`src/rtl/hsd_pkg.sv`:
```
// Shared types for the headset controller.
package hsd_pkg;
    // Operating state of bias and regulator.
    typedef enum logic [1:0] {
        MD_OFF    = 2'd0,
        MD_CALL   = 2'd1,
        MD_LOWPWR = 2'd2
    } hsd_mode_t;
endpackage

```
`src/rtl/hsd_sync2.sv`:
```
// Two-flop synchroniser for W asynchronous levels.
// Assumes each bit is independent; RST_VAL gives the reset level per bit.
module hsd_sync2 #(
    parameter int         W       = 1,
    parameter logic [W-1:0] RST_VAL = '0
) (
    input  logic         clk,
    input  logic         rst_n,
    input  logic [W-1:0] d_async,
    output logic [W-1:0] d_sync
);
    logic [W-1:0] stage1;

    // Shift the inputs through two flops.
    always_ff @(posedge clk) begin
        if (!rst_n) begin
            stage1 <= RST_VAL;
            d_sync <= RST_VAL;
        end else begin
            stage1 <= d_async;
            d_sync <= stage1;
        end
    end
endmodule

```
`src/rtl/hsd_jack_debounce.sv`:
```
// Jack detect debouncer: adopts a new jack state only after the synchronised
// detect level has disagreed with the current state for JACK_DB cycles in a row.
// Assumes det_s is already synchronous; det_s = 1 means no jack.
module hsd_jack_debounce #(
    parameter int JACK_DB = 10000
) (
    input  logic clk,
    input  logic rst_n,
    input  logic det_s,
    output logic jack_present
);
    localparam int CW = $clog2(JACK_DB + 1);

    logic [CW-1:0] run_cnt;
    logic          raw_present;

    assign raw_present = ~det_s;

    // Count consecutive disagreeing cycles and flip state at the limit.
    always_ff @(posedge clk) begin
        if (!rst_n) begin
            jack_present <= 1'b0;
            run_cnt      <= '0;
        end else if (raw_present != jack_present) begin
            if (run_cnt == CW'(JACK_DB - 1)) begin
                jack_present <= raw_present;
                run_cnt      <= '0;
            end else begin
                run_cnt <= run_cnt + 1'b1;
            end
        end else begin
            run_cnt <= '0;
        end
    end
endmodule

```
`src/rtl/hsd_lp_timer.sv`:
```
// Low-power frame timer: counts LP_PERIOD-cycle frames while active, flags the
// bias window (first WIN cycles) and a one-cycle sample point at cycle SETTLE.
// Assumes SETTLE < WIN <= LP_PERIOD; the count restarts at 0 when inactive.
module hsd_lp_timer #(
    parameter int LP_PERIOD = 8000,
    parameter int WIN       = 100,
    parameter int SETTLE    = 25
) (
    input  logic clk,
    input  logic rst_n,
    input  logic active,
    output logic in_window,
    output logic sample_pt
);
    localparam int PW = $clog2(LP_PERIOD + 1);

    logic [PW-1:0] phase;

    // Advance the frame phase, wrapping each period.
    always_ff @(posedge clk) begin
        if (!rst_n || !active) begin
            phase <= '0;
        end else if (phase == PW'(LP_PERIOD - 1)) begin
            phase <= '0;
        end else begin
            phase <= phase + 1'b1;
        end
    end

    // Decode window and sample point from the phase.
    always_comb begin
        in_window = active && (phase < PW'(WIN));
        sample_pt = active && (phase == PW'(SETTLE));
    end
endmodule

```
`src/rtl/hsd_button.sv`:
```
// Button press debouncer: counts consecutive active comparator samples and
// holds the press until an inactive sample. In call mode every cycle is a
// sample; in low-power mode only strobed cycles are. The count is cleared on
// a mode change, while an ongoing press is kept. Assumes mic_s is synchronous.
module hsd_button
    import hsd_pkg::*;
#(
    parameter int BTN_DB_CALL = 20000,
    parameter int BTN_DB_LP   = 3
) (
    input  logic      clk,
    input  logic      rst_n,
    input  hsd_mode_t mode,
    input  logic      mode_chg,
    input  logic      lp_sample,
    input  logic      mic_s,
    output logic      pressed
);
    localparam int MAXDB = (BTN_DB_CALL > BTN_DB_LP) ? BTN_DB_CALL : BTN_DB_LP;
    localparam int BW    = $clog2(MAXDB + 1);

    logic [BW-1:0] hit_cnt;
    logic [BW-1:0] limit;
    logic          take;

    // Pick the sample strobe and the debounce limit for the current mode.
    always_comb begin
        take  = (mode == MD_CALL) || ((mode == MD_LOWPWR) && lp_sample);
        limit = (mode == MD_CALL) ? BW'(BTN_DB_CALL - 1) : BW'(BTN_DB_LP - 1);
    end

    // Debounce the press and clear it on release or when the jack is gone.
    always_ff @(posedge clk) begin
        if (!rst_n || mode == MD_OFF) begin
            hit_cnt <= '0;
            pressed <= 1'b0;
        end else if (mode_chg) begin
            hit_cnt <= '0;
        end else if (take) begin
            if (!mic_s) begin
                hit_cnt <= '0;
                pressed <= 1'b0;
            end else if (!pressed) begin
                if (hit_cnt == limit) begin
                    pressed <= 1'b1;
                    hit_cnt <= '0;
                end else begin
                    hit_cnt <= hit_cnt + 1'b1;
                end
            end
        end
    end
endmodule

```
`src/rtl/hsd_ctrl.sv`:
```
// Headset jack and button controller top: synchronises the jack and
// comparator inputs, debounces the jack, selects call / low-power / off,
// drives regulator and bias enables and reports the button press.
// Assumes mode_in is synchronous to clk; reset is synchronous, active low.
module hsd_ctrl
    import hsd_pkg::*;
#(
    parameter int JACK_DB     = 10000,
    parameter int LP_PERIOD   = 8000,
    parameter int WIN         = 100,
    parameter int SETTLE      = 25,
    parameter int BTN_DB_CALL = 20000,
    parameter int BTN_DB_LP   = 3
) (
    input  logic clk,
    input  logic rst_n,
    input  logic det_in,
    input  logic mode_in,
    input  logic mic_cmp,
    output logic det_out,
    output logic swd_n,
    output logic ldo_on,
    output logic bias_on
);
    logic [1:0] sync_out;
    logic       det_s, mic_s;
    logic       jack_present;
    hsd_mode_t  mode_q, mode_prev, mode_nxt;
    logic       lp_win, lp_sample;
    logic       pressed;

    hsd_sync2 #(.W(2), .RST_VAL(2'b01)) u_sync (
        .clk    (clk),
        .rst_n  (rst_n),
        .d_async({mic_cmp, det_in}),
        .d_sync (sync_out)
    );
    assign det_s = sync_out[0];
    assign mic_s = sync_out[1];

    hsd_jack_debounce #(.JACK_DB(JACK_DB)) u_jack (
        .clk         (clk),
        .rst_n       (rst_n),
        .det_s       (det_s),
        .jack_present(jack_present)
    );

    // Decide the operating state from jack and host mode.
    always_comb begin
        if (!jack_present)  mode_nxt = MD_OFF;
        else if (mode_in)   mode_nxt = MD_CALL;
        else                mode_nxt = MD_LOWPWR;
    end

    // Register the state and remember the previous one for change detection.
    always_ff @(posedge clk) begin
        if (!rst_n) begin
            mode_q    <= MD_OFF;
            mode_prev <= MD_OFF;
        end else begin
            mode_q    <= mode_nxt;
            mode_prev <= mode_q;
        end
    end

    hsd_lp_timer #(.LP_PERIOD(LP_PERIOD), .WIN(WIN), .SETTLE(SETTLE)) u_timer (
        .clk      (clk),
        .rst_n    (rst_n),
        .active   (mode_q == MD_LOWPWR),
        .in_window(lp_win),
        .sample_pt(lp_sample)
    );

    hsd_button #(.BTN_DB_CALL(BTN_DB_CALL), .BTN_DB_LP(BTN_DB_LP)) u_btn (
        .clk      (clk),
        .rst_n    (rst_n),
        .mode     (mode_q),
        .mode_chg (mode_q != mode_prev),
        .lp_sample(lp_sample),
        .mic_s    (mic_s),
        .pressed  (pressed)
    );

    // Drive the outputs from registered state.
    always_comb begin
        det_out = ~jack_present;
        swd_n   = ~pressed;
        ldo_on  = (mode_q == MD_CALL);
        bias_on = (mode_q == MD_CALL) || lp_win;
    end
endmodule

```
`config.mk`:
```
export PLATFORM = sky130hd
export DESIGN_NAME = hsd_ctrl
export DESIGN_NICKNAME = d
export VERILOG_FILES = /design/src/rtl/hsd_pkg.sv /design/src/rtl/hsd_sync2.sv /design/src/rtl/hsd_jack_debounce.sv /design/src/rtl/hsd_lp_timer.sv /design/src/rtl/hsd_button.sv /design/src/rtl/hsd_ctrl.sv
export SDC_FILE = /design/constraint.sdc
export NUM_CORES = 1
export LEC_CHECK = 0
export BUFFER_PORTS_ARGS = -buffer_cell sky130_fd_sc_hd__buf_2
export CAP_MARGIN = 20
export CORE_AREA = 2 2 120 76
export DETAILED_ROUTE_END_ITERATION = 10
export DIE_AREA = 0 0 122 78
export PLACE_DENSITY = 0.4
export SYNTH_ARGS = -nofsm -noshare
export SYNTH_HDL_FRONTEND = slang
export SYNTH_SLANG_ARGS = --single-unit
export TNS_END_PERCENT = 5
```
`constraint.sdc`:
```
create_clock -name clk -period 2.8 [get_ports clk]
set_input_delay 0.56 -clock clk [delete_from_list [all_inputs] [get_ports clk]]
set_output_delay 0.56 -clock clk [all_outputs]
set_load 0.005 [all_outputs]
```
Yosys cells after proc, flatten, opt, wreduce, memory -nomap -nowiden:

Cells that the tools add are included.

* bits in latches: 0
* memories kept: 0
* register bits after elaboration: 52
* input bits: 5
* output and inout bits: 4
* memory bits (writable): 0
* logic and storage cells: 53
* bits in read-only memories: 0

* shift operators: 0
* $add $sub $neg: 3
* reduce and logical (&&, ||, !) cells: 17
* magnitude comparators: 1
* bitwise operators: 6
* $mul: 0
* mux-type cells: 8
* equality and inequality tests: 9
* divide/modulo/power cells: 0

Operator list (number)
* 2-to-1 mux 15 bit: 4
* adder 15 x 1 -> 15 bit, second input constant: 1
* == test 15 bit: 1
* adder 14 x 1 -> 14 bit, second input constant: 1
* == test 14 bit, second input constant: 1
* adder 13 x 1 -> 13 bit, second input constant: 1
* == test 13 bit, second input constant: 1
* == test 13 x 5 -> 1 bit, second input constant: 1
* less-than comparator 13 x 7 -> 1 bit, second input constant: 1
* AND reduction 2 bit: 4
* inverter 1 bit: 6
* logical OR 1 bit: 4
* OR reduction 2 bit: 2
* logical AND 1 bit: 3
* 2-to-1 mux 1 bit: 3
* OR reduction 3 bit: 1
* == test 2 x 1 -> 1 bit, second input constant: 1
* == test 2 bit, second input constant: 1
* logical NOT 1 bit: 2
* logical NOT 2 bit: 1
* 2-to-1 mux 2 bit: 1
* inequality test 2 bit: 1
* inequality test 2 bit, second input constant: 1
* inequality test 1 bit: 1

Depth between registers and ports, before layout:

Gate-level depths: netlist (run 1).

* word-level depth: 6
* gate-level depth with buffers: 8
* gate-level depth less buffers: 7

Cells and area by module:

A second synthesis (run 1) with hierarchy kept.

* cells, all modules: 300
* area, all modules: 2580.0 um2

Modules (own cells, without submodules)
* hsd_button: instances 1, area an instance 1022.2 um2, cells each 133, seq. area each 320.3 um2
* hsd_jack_debounce: instances 1, area an instance 646.9 um2, cells each 72, seq. area each 300.3 um2
* hsd_lp_timer: instances 1, area an instance 643.1 um2, cells each 70, seq. area each 260.2 um2
* hsd_ctrl: instances 1, area an instance 162.7 um2, cells each 17, seq. area each 80.1 um2
* hsd_sync2: instances 1, area an instance 105.1 um2, cells each 8, seq. area each 80.1 um2

Least setup slack after synthesis (run 1):

OpenSTA, ideal clock, no wires.

* path kind: register to register
* start point: register u_timer.phase[9]
* end point: register u_btn.hit_cnt[9]
* path buffers: 1
* data required time: 2675 ps
* stages on the path, launching flop included: 7
* setup slack: 652 ps
* arrival: 2023 ps
* clock period less this slack: 2148 ps
* setup time: 125 ps
* cells stage by stage: dfxtp_1 -> or4_4 -> or4_4 -> a21oi_4 -> a2bb2oi_2 -> buf_6 -> a21oi_1

* longest elaborated chain between the ends: 5

RTL lines
* start: declaration: line hsd_lp_timer.sv:17 `logic [PW-1:0] phase;`
* start signal: assignment: line hsd_lp_timer.sv:26 `phase <= phase + 1'b1;`
* == test 13 x 5 -> 1 bit: line hsd_lp_timer.sv:33 `sample_pt = active && (phase == PW'(SETTLE));`
* logical AND 1 bit: line hsd_lp_timer.sv:33
* logical AND 1 bit: line hsd_button.sv:28 `take = (mode == MD_CALL) || ((mode == MD_LOWPWR) && lp_sample);`
* logical OR 1 bit: line hsd_button.sv:28
* AND reduction 2 bit (no source line)
* end signal: assignment: line hsd_button.sv:48 `hit_cnt <= hit_cnt + 1'b1;`
* end: declaration: line hsd_button.sv:22 `logic [BW-1:0] hit_cnt;`

Every way passes these cells.
A chain may end at the register's enable or synchronous reset.

Worst setup path in the final report (run 1):

* start point: register mode_q[1]
* end point: register u_btn.hit_cnt[7]

* longest elaborated chain between the ends: 6
* elaborated cells between the ends (all ways): 15
* classes of those cells: 4 x eq/ne; 4 x mux; 7 x reduce/logical

RTL lines
* start: declaration: line hsd_ctrl.sv:28 `hsd_mode_t mode_q, mode_prev, mode_nxt;`
* start signal: assignment: line hsd_ctrl.sv:61 `mode_q <= mode_nxt;`
* == test 2 x 1 -> 1 bit: line hsd_button.sv:28, hsd_button.sv:29
* 2-to-1 mux 15 bit: line hsd_button.sv:29 `limit = (mode == MD_CALL) ? BW'(BTN_DB_CALL - 1) : BW'(BTN_DB_LP - 1);`
* == test 15 bit: line hsd_button.sv:44 `if (hit_cnt == limit) begin`
* 2-to-1 mux 15 bit: line hsd_button.sv:44
* 2-to-1 mux 15 bit: line hsd_button.sv:43 `end else if (!pressed) begin`
* 2-to-1 mux 15 bit: line hsd_button.sv:40 `if (!mic_s) begin`

Parallel ways exist; a longest one is shown, timed or not. The select of a mux whose other input is x is not followed.

==> results.txt, run 1 <==
* Post-placement cell area: 2640 sq um
- Register cell area after layout: 1040 sq um
- Critical path class: register to register
- After Yosys synthesis, and, or, nand and nor cells account for 31.4% of the synthesized area.
- Timing would allow up to 404 MHz.
- Worst Clk Skew: 9.90 ps
- Before antenna repair, the detailed router went through 4 iterations.
- Data on the critical path arrives at its endpoint at 2640 ps.
* Count of flip-flops with a built-in enable after synthesis: 0
- Sequential share of power: 50.4%
- Count of filler cells inserted in the layout: 852
- Ratio of cells with drive above 1 in the final layout: 11.5%
- Routed length per placed instance: 13.3 microns
- Min-delay worst type: register to register
- Average vias per placed instance: 4.72
- Netlist Area Pre-Place: 2460 sq um
- Across every metal layer, demand over resource in global routing totals 12.3%.
- Setup repair after global routing left no endpoint under its margin.
- Clock H-tree levels: 2
* Top library cells by usage in the layout, fill and taps aside: sky130_fd_sc_hd__dfxtp_1 (52), sky130_fd_sc_hd__nor2_1 (39), sky130_fd_sc_hd__nand2_1 (20), sky130_fd_sc_hd__nand3_1 (20), sky130_fd_sc_hd__xnor2_1 (17)
- Post-synth top flop: sky130_fd_sc_hd__dfxtp_1
* Number of primary I/O pins: 9
* Buffer depth of the longest clock path: 2
* Setup TNS Final: 0 ps
- After floorplanning, the core was sized to cover 8300 sq um.
- The total overflow left after global routing is 0.
- Pin count of the biggest net entering global routing: 17
* Data required time at the worst endpoint: 2970 ps
- Reg clk slew, reported paths: 70 ps
- The number of global-route vias before repair came to 1711.
- Compared with the post-synthesis result, the final layout area differs by 14.5%.
* Worst rel slew slack: 58.1%
- Share of the yosys chip area belonging to registers: 42.3%
- Setup violations remaining at the end of the flow were counted as 0.
* Mean instance size in the synthesized netlist: 8.74 sq um
- In this run, synthesis produced a sequential element count of 52.
- Row generation in the floorplan step produced 26 rows.
- Number of diodes added for antenna fixing: 0
- Post-synthesis xor/xnor area fraction: 10.7%
* Mapped Nets: 291
* Number of vias after detailed routing: 1921
- Routability cong.: 0.763
- Largest fanout on the critical path: 8
- The initial utilization of the core area, before any placement, comes to 29.7%.
- Leakage power: 0.856 nW
* Count of placed standard cells including taps: 399
* Clock tree from TritonCTS: built
- Clk pwr share: 48.9%
- Share of the clock period used by the worst path: 88.4%
- Internal power: 1.20 mW
- Width of the die: 122 microns
- The worst setup path is captured at a register.
- The wire-length estimate of the detail-placed layout is 4010 microns.
* Dominant combinational cell family by area after synthesis: simple AND/OR/NAND/NOR gates
- Part of the power in combinational logic: 0.8%
- Summing all non-filler instances in the final layout gives an area of 2820 sq um.
* Highest ir drop seen on vdd: 0.254 mV
* Library cells used by synthesis: 48
* Number of hold buffers added after CTS: 0
- Synthesis produced a netlist whose cell count is 282.
- For this block, the initial DRC count from the detailed router was 114.
* Clock Sinks: 52
* Proportion of synthesized flip-flops having asynchronous set or reset: 0%
* Minimum hold slack: 422 ps
- CTS root buf: sky130_fd_sc_hd__clkbuf_16
* Critical Path Start Type: register
- Leaving out filler cells and counting taps, the final layout contains 407.
- Number of warnings issued by yosys: 0
* Number of remaining DRC errors: 0
- Multiplexer fraction of the synthesized cell area: 0%
- Number of antenna-violating nets in the routed design: 0
- The synthesized netlist devotes 10.5% of its cell area to compound gates.
- In this run switching power makes up 19.2% of total power.
- The number of slew-limit violations in the final report came to 0.
* Final Hold Fails: 0
- Total routed wirelength: 5410 microns
- The die covers 9520 sq um.
- Clock tree synthesis inserted a total of 5 buffers.
- Pwr per Cell Area: 524 nW/um^2
* Synth Area in Adders: 2.03%
- Number of instances resized during post-cts repair: 0
- The first global-routing pass estimated 9000 microns of wire.
* Commonest non-fill, non-tap cell in the layout: sky130_fd_sc_hd__dfxtp_1
* Measured slew at the worst slew-check pin: 620 ps
* Outcome: complete, no violations
* Clock latency at the later pin of the worst-skew pair: 290 ps
- Max-cap violations in this run came to 0.
* Initial antenna violation count: 0
* Switching pwr: 0.284 mW
* Layout net count: 303
- Port Buffer Count: 8
- After clock tree synthesis, the setup repair step added 0 buffers.
- The multi-input combinational cells in the finished layout cover a total of 1350 sq um.
* Vertical die dimension: 78 microns
* Shortest clock period the worst path allows after layout: 2480 ps
[synth_stat cells (5+ instances only)]
| library cell | n | area (sq um) |
|---|---|---|
| sky130_fd_sc_hd__a21oi_1 | 9 | 45.0 |
| sky130_fd_sc_hd__and3_1 | 9 | 56.3 |
| sky130_fd_sc_hd__clkbuf_1 | 6 | 22.5 |
| sky130_fd_sc_hd__dfxtp_1 | 52 | 1040 |
| sky130_fd_sc_hd__inv_1 | 10 | 37.5 |
| sky130_fd_sc_hd__nand2_1 | 20 | 75.1 |
| sky130_fd_sc_hd__nand3_1 | 20 | 100 |
| sky130_fd_sc_hd__nand4_1 | 11 | 68.8 |
| sky130_fd_sc_hd__nor2_1 | 39 | 146 |
| sky130_fd_sc_hd__nor4_1 | 5 | 31.3 |
| sky130_fd_sc_hd__o31ai_1 | 5 | 37.5 |
| sky130_fd_sc_hd__or3_1 | 5 | 31.3 |
| sky130_fd_sc_hd__xnor2_1 | 17 | 149 |
| sky130_fd_sc_hd__xor2_1 | 13 | 114 |
[power groups by stage]
stage	Clock, mW	Sequential [mW]	Combinational (mW)
2_1_floorplan	0	0.760	0.00708
3_3_place_gp	0	0.762	0.0118
3_5_place_dp	0	0.762	0.0115
4_1_cts	0.748	0.745	0.0117
5_1_grt	0.784	0.745	0.0128
6_report	0.723	0.745	0.0114
[metal layers]
| metal | share of wire [%] | vias to the layer above | GRT usage, % | routed length, microns |
|---|---|---|---|---|
| li1 | - | 1023 | - | - |
| met4 | 0.67 | 0 | 2.76 | 36 |
| met1 | 62 | 878 | 20.6 | 3360 |
| met2 | 33 | 16 | 14.1 | 1790 |
| met5 | 0 | - | 0 | 0 |
| met3 | 4.1 | 4 | 3.82 | 223 |
[worst paths after layout]
path	from	endpoint	slack [ps]	depth (start not counted)
worst max register to register	mode_q[1]$_SDFF_PN0_	u_btn.hit_cnt[7]$_SDFFE_PP0P_	320	6
worst max-delay path	mode_q[1]$_SDFF_PN0_	u_btn.hit_cnt[7]$_SDFFE_PP0P_	320	6
worst min-delay path	u_sync.stage1[0]$_SDFF_PN1_	u_sync.d_sync[0]$_SDFF_PN1_	420	1
worst min register to register	u_sync.stage1[0]$_SDFF_PN1_	u_sync.d_sync[0]$_SDFF_PN1_	420	1
[cell type report]
class	count	area share (%)
clock buffer	6	4.92
clock inverter	2	1.38
inverter	10	1.33
multi-input combinational	212	47.7
sequential	52	36.9
tap	112	4.97
timing repair buffer	13	2.75
[sequential cells by signal, summed over array words and instances (netlist names)]
signal and cells:
u_btn.hit_cnt 15, mode_q 2, u_sync.stage1 2, mode_prev 2, u_timer.phase 13, u_jack.run_cnt 14
u_jack.jack_present 1, u_btn.pressed 1, u_sync.d_sync 2
[worst max-delay path, cell delays in order (launching register included)]
cell	delay, ps
sky130_fd_sc_hd__dfxtp_1	440
sky130_fd_sc_hd__or4b_4	530
sky130_fd_sc_hd__or4_4	570
sky130_fd_sc_hd__a21oi_4	240
sky130_fd_sc_hd__a2bb2oi_2	290
sky130_fd_sc_hd__buf_4	240
sky130_fd_sc_hd__a21oi_1	50
[through the flow]
step           util (%)  setup WS [ps]  total power, mW
4_1_cts            34.0            300             1.50
3_3_place_gp       31.9            408            0.774
3_5_place_dp       31.9            328            0.774
5_1_grt            34.0            173             1.54
2_1_floorplan         -            652            0.767
6_report           34.0            324             1.48
[cell families after synthesis]
family | Yosys count
simple gates | 143
compound gates | 35
flops | 52
buf+inv | 18
xor+xnor | 30
fa+ha+maj | 4
Power figures use the tool's default switching activity.
==> inputs of run 2 (changes only) <==
Settings changed: CORE_AREA 2 2 120 76 to 2 2 123 77, CTS_CLUSTER_DIAMETER set to 40, DIE_AREA 0 0 122 78 to 0 0 125 79, SYNTH_HIERARCHICAL set to 1.
==> run 2 against run 1 <==
Net effect:
- routed wire length grew 6.6%
- count of clock-buffer cells in the layout is 1 lower
- critical path depth increased by 2
- non-clock buffer count rose by 5
- sequential power is essentially flat
- worst hold slack got worse by 14 ps
- worst setup slack got worse by 1.8 ps
- largest power group unchanged
- utilization decreased by 0.88 points
- die area is 3.8% higher
==> results.txt, run 2 <==
* Critical path arrival: 2660 ps (+20 ps)
* Number of instances resized during post-cts repair: 0 (unchanged)
- The count of inserted antenna diode cells was 0 (unchanged).
* Setup TNS Final: 0 ps (unchanged)
- TritonCTS built the clock tree.
* Critical Path, Cell by Cell: ha_1 -> or4b_2 -> nor3_1 -> nand3b_1 -> a22o_1 -> nor4_2 -> xnor2_1 -> a21oi_1
- The number of nets in the synthesized netlist is 309 (+6.2%).
* Stage delay of the slowest cell on the critical path: 570 ps (about the same)
* Pwr per Cell Area: 472 nW/um^2 (-10%)
- The post-route cell area was 2930 sq um (+3.9%).
- The I/O pin total came to 9 (unchanged).
- In the synthesized netlist the dominant register cell turns out to be sky130_fd_sc_hd__dfxtp_1.
- Sum of net half-perimeters after detailed placement: 4270 microns (+6.5%)
- Origin of the critical flop-to-flop path: u_timer/phase[0]$_SDFF_PP0_
- Commonest non-fill, non-tap cell in the layout: sky130_fd_sc_hd__dfxtp_1
* Clock H-tree levels: 2 (unchanged)
- Detailed-routing iteration count for the pre-antenna-repair pass: 4 (unchanged)
- The clock skew after layout is 7.10 ps (-2.81 ps).
* Buffer depth of the longest clock path: 2 (unchanged)
- Num CTS Buffers: 5 (unchanged)
- The power after layout was 1.38 mW (-6.5%).
* Setup repair after global routing missed its margin: false
* Critical Path Start: u_timer/phase[0]$_SDFF_PP0_
- The critical path required time is 2990 ps (+20 ps).
- Routability cong.: 0.763 (about the same)
- For this design, the slowest cell found on the critical path is sky130_fd_sc_hd__or4b_2.
- The post-placement cell area is 2780 sq um (+5.3%).
- Count of flip-flops with a built-in enable after synthesis: 0 (unchanged)
- Combined buffer and inverter count along the critical path: 0 (-1)
- Final design utilization: 33.1% (-0.88 points)
- The remaining number of nets flagged by the antenna check after routing was 0 (unchanged).
* Clock Sinks: 52 (unchanged)
- The max-slew headroom at the worst pin was 60.7% (+2.6 points).
- The count of fill cells added during filler insertion came to 951 (+12%).
- The pin count of the biggest net entering global routing is 27 (+10).
* Cell row count: 27 (+3.8%)
* Total global routing overflow: 0 (unchanged)
* Ratio of cells with drive above 1 in the final layout: 13.9% (+2.4 points)
- The post-placement worst setup slack was 235 ps (-93.6 ps).
* Flip-flop count of the largest register after layout: 15 (unchanged)
* Leading area contributor after synthesis: sky130_fd_sc_hd__dfxtp_1
* Startpoint of the most critical hold path: u_sync/stage1[0]$_SDFF_PN1_
* Setup crit end kind: register
- The multi-input logic area is 1440 sq um (+6.7%).
- Register cell area after layout: 1040 sq um (+0.12%)
- The static leakage was 0.929 nW (+8.6%).
- Number of warnings issued by yosys: 6 (+6)
* Share of the yosys chip area belonging to registers: 40.3% (-1.9 points)
- The final routed wirelength across all metal layers is 5760 microns (+6.6%).
- Top library cells by usage in the layout, fill and taps aside: sky130_fd_sc_hd__dfxtp_1 (51), sky130_fd_sc_hd__nor2_1 (33), sky130_fd_sc_hd__nand4_1 (26)
- The standard cell core area was 8850 sq um (+6.7%).
- The netlist area before placement was 2580 sq um (+4.7%).
* Measured slew at the worst slew-check pin: 588 ps (-31.7 ps)
- Proportion of synthesized flip-flops having asynchronous set or reset: 0% (unchanged)
- The number of buffers inserted by post-CTS setup repair is 0 (unchanged).
* Average vias per placed instance: 4.94 (+4.8%)
- The die span in x was 125 microns (+2.5%).
- Die Area: 9880 sq um (+3.8%)
- Most flops, register: u_btn/hit_cnt
* Number of hold buffers added after CTS: 0 (unchanged)
* Number of maximum-capacitance constraint violations: 0 (unchanged)
- Area share of the leading cell type in the synthesized netlist: 40.3% (-1.9 points)
- The number of vias after detailed routing was 2141 (+11%).
- In the final layout, the registers with the most flip-flops are u_btn/hit_cnt: 15 flops, u_jack/run_cnt: 14 flops, u_timer/phase: 13 flops.
- The wire length of the first global-routing pass was 10400 microns (+15%).
* Number of max-slew violations in the final report: 0 (unchanged)
- The final net count came to 325 (+7.3%).
- Setup slack of the critical path after layout: 322 ps (-1.77 ps)
- Port Buffer Count: 8 (unchanged)
* Gate Count Post-Synth: 300 (+6.4%)
* Library cells used by synthesis: 55 (+15%)
- Mean instance size in the synthesized netlist: 8.60 sq um (-1.6%)
- The final worst-path cycle share was 88.5% (about the same).
- Largest fanout on the critical path: 10 (+2)
* Cell with the most instances after synthesis: sky130_fd_sc_hd__dfxtp_1
- The instance count after placement with tap cells included is 425 (+6.5%).
* Highest ir drop seen on vdd: 0.210 mV (-17%)
- The run finished with clean final reports.
- Via count of the first global-routing pass: 2016 (+18%)
- Clock latency at the later pin of the worst-skew pair: 290 ps (about the same)
- Total of flip-flops plus latches after synthesis: 52 (unchanged)
- The fmax came to 404 MHz (about the same).
- The number of hold violations in the final report came to 0 (unchanged).
* Delay-heaviest family, CP: simple AND/OR/NAND/NOR gates
- Most instantiated cells after synthesis: sky130_fd_sc_hd__dfxtp_1 (52), sky130_fd_sc_hd__nor2_1 (33), sky130_fd_sc_hd__nand4_1 (26), sky130_fd_sc_hd__nand2_1 (24), sky130_fd_sc_hd__a21oi_1 (15)
* Shortest clock period the worst path allows after layout: 2480 ps (+1.77 ps)
- The critical path is of the register to register type.
- Min-delay worst type: register to register
- GRT Resource Usage Total: 13.2% (+0.93 points)
* Starting density of the core: 29.1% (-0.55 points)
- The routed length per placed instance came to 13.3 microns (+0.17%).
- The number of antenna violations at the first check in global routing was 0 (unchanged).
- The remaining design rule violation count came to 0 (unchanged).
- The overall die height is 79 microns (+1.3%).
* Initial detailed-routing violation count: 95 (-17%)
- The area growth from synthesis to layout is 13.6%.
- Yosys attributes the largest share of cell area to sky130_fd_sc_hd__dfxtp_1 (40%), sky130_fd_sc_hd__nand4_1 (6.3%), sky130_fd_sc_hd__nor2_1 (4.8%), sky130_fd_sc_hd__xnor2_1 (4.4%), sky130_fd_sc_hd__nand2_1 (3.5%).
- CTS root buf: sky130_fd_sc_hd__clkbuf_16
- Critical Path Start Type: register
* Non-filler cells, final: 433 (+6.4%)
- Reg clk slew, reported paths: 70 ps (about the same)
* # setup viols final: 0 (unchanged)
* Minimum hold slack: 408 ps (-13.8 ps)
## run 2: cell types whose count changed after synthesis, moves of 6 or more
| cell | delta |
|---|---|
| sky130_fd_sc_hd__nor2_1 | -6 |
| sky130_fd_sc_hd__a21oi_1 | +6 |
| sky130_fd_sc_hd__xor2_1 | -6 |
| sky130_fd_sc_hd__and3_1 | -7 |
| sky130_fd_sc_hd__nand3_1 | -6 |
| sky130_fd_sc_hd__nand4_1 | +15 |
## run 2: cell families after synthesis
kind of cell,share of synthesized area (%)
simple gates,35.4
flops,40.3
compound gates,11.6
buf+inv,3.98
xor+xnor,6.79
fa+ha+maj,1.94
## run 2: path summary, 6_finish.rpt
kind                                                  endpoint  slack (ps)  depth (start not counted)
worst max register to register  u_btn/hit_cnt[10]$_SDFFE_PP0P_         320                          8
worst min-delay path               u_sync/d_sync[0]$_SDFF_PN1_         410                          1
worst min register to register     u_sync/d_sync[0]$_SDFF_PN1_         410                          1
worst max-delay path            u_btn/hit_cnt[10]$_SDFFE_PP0P_         320                          8
## run 2: final cells by class
cell class,count,area share [%]
sequential,52,35.6
clock inverter,3,0.768
tap,116,4.95
multi-input combinational,227,49.0
inverter,12,1.54
timing repair buffer,18,3.93
clock buffer,5,4.27
## run 2: power breakdown
| group | switching [mW] | internal (mW) | leakage, nW | total, mW |
|---|---|---|---|---|
| Sequential | 0.00124 | 0.742 | 0.420 | 0.743 |
| Combinational | 0.0101 | 0.00649 | 0.435 | 0.0166 |
| Clock | 0.288 | 0.335 | 0.0742 | 0.623 |
| Total | 0.299 | 1.08 | 0.929 | 1.38 |
## run 2: layer usage
layer	GRT usage [%]	part of all wire (%)	vias up
li1	-	-	1125
met1	21.4	61	984
met2	15.8	34	27
met3	3.71	4.5	5
met4	4.33	1.1	0
met5	0	0	-
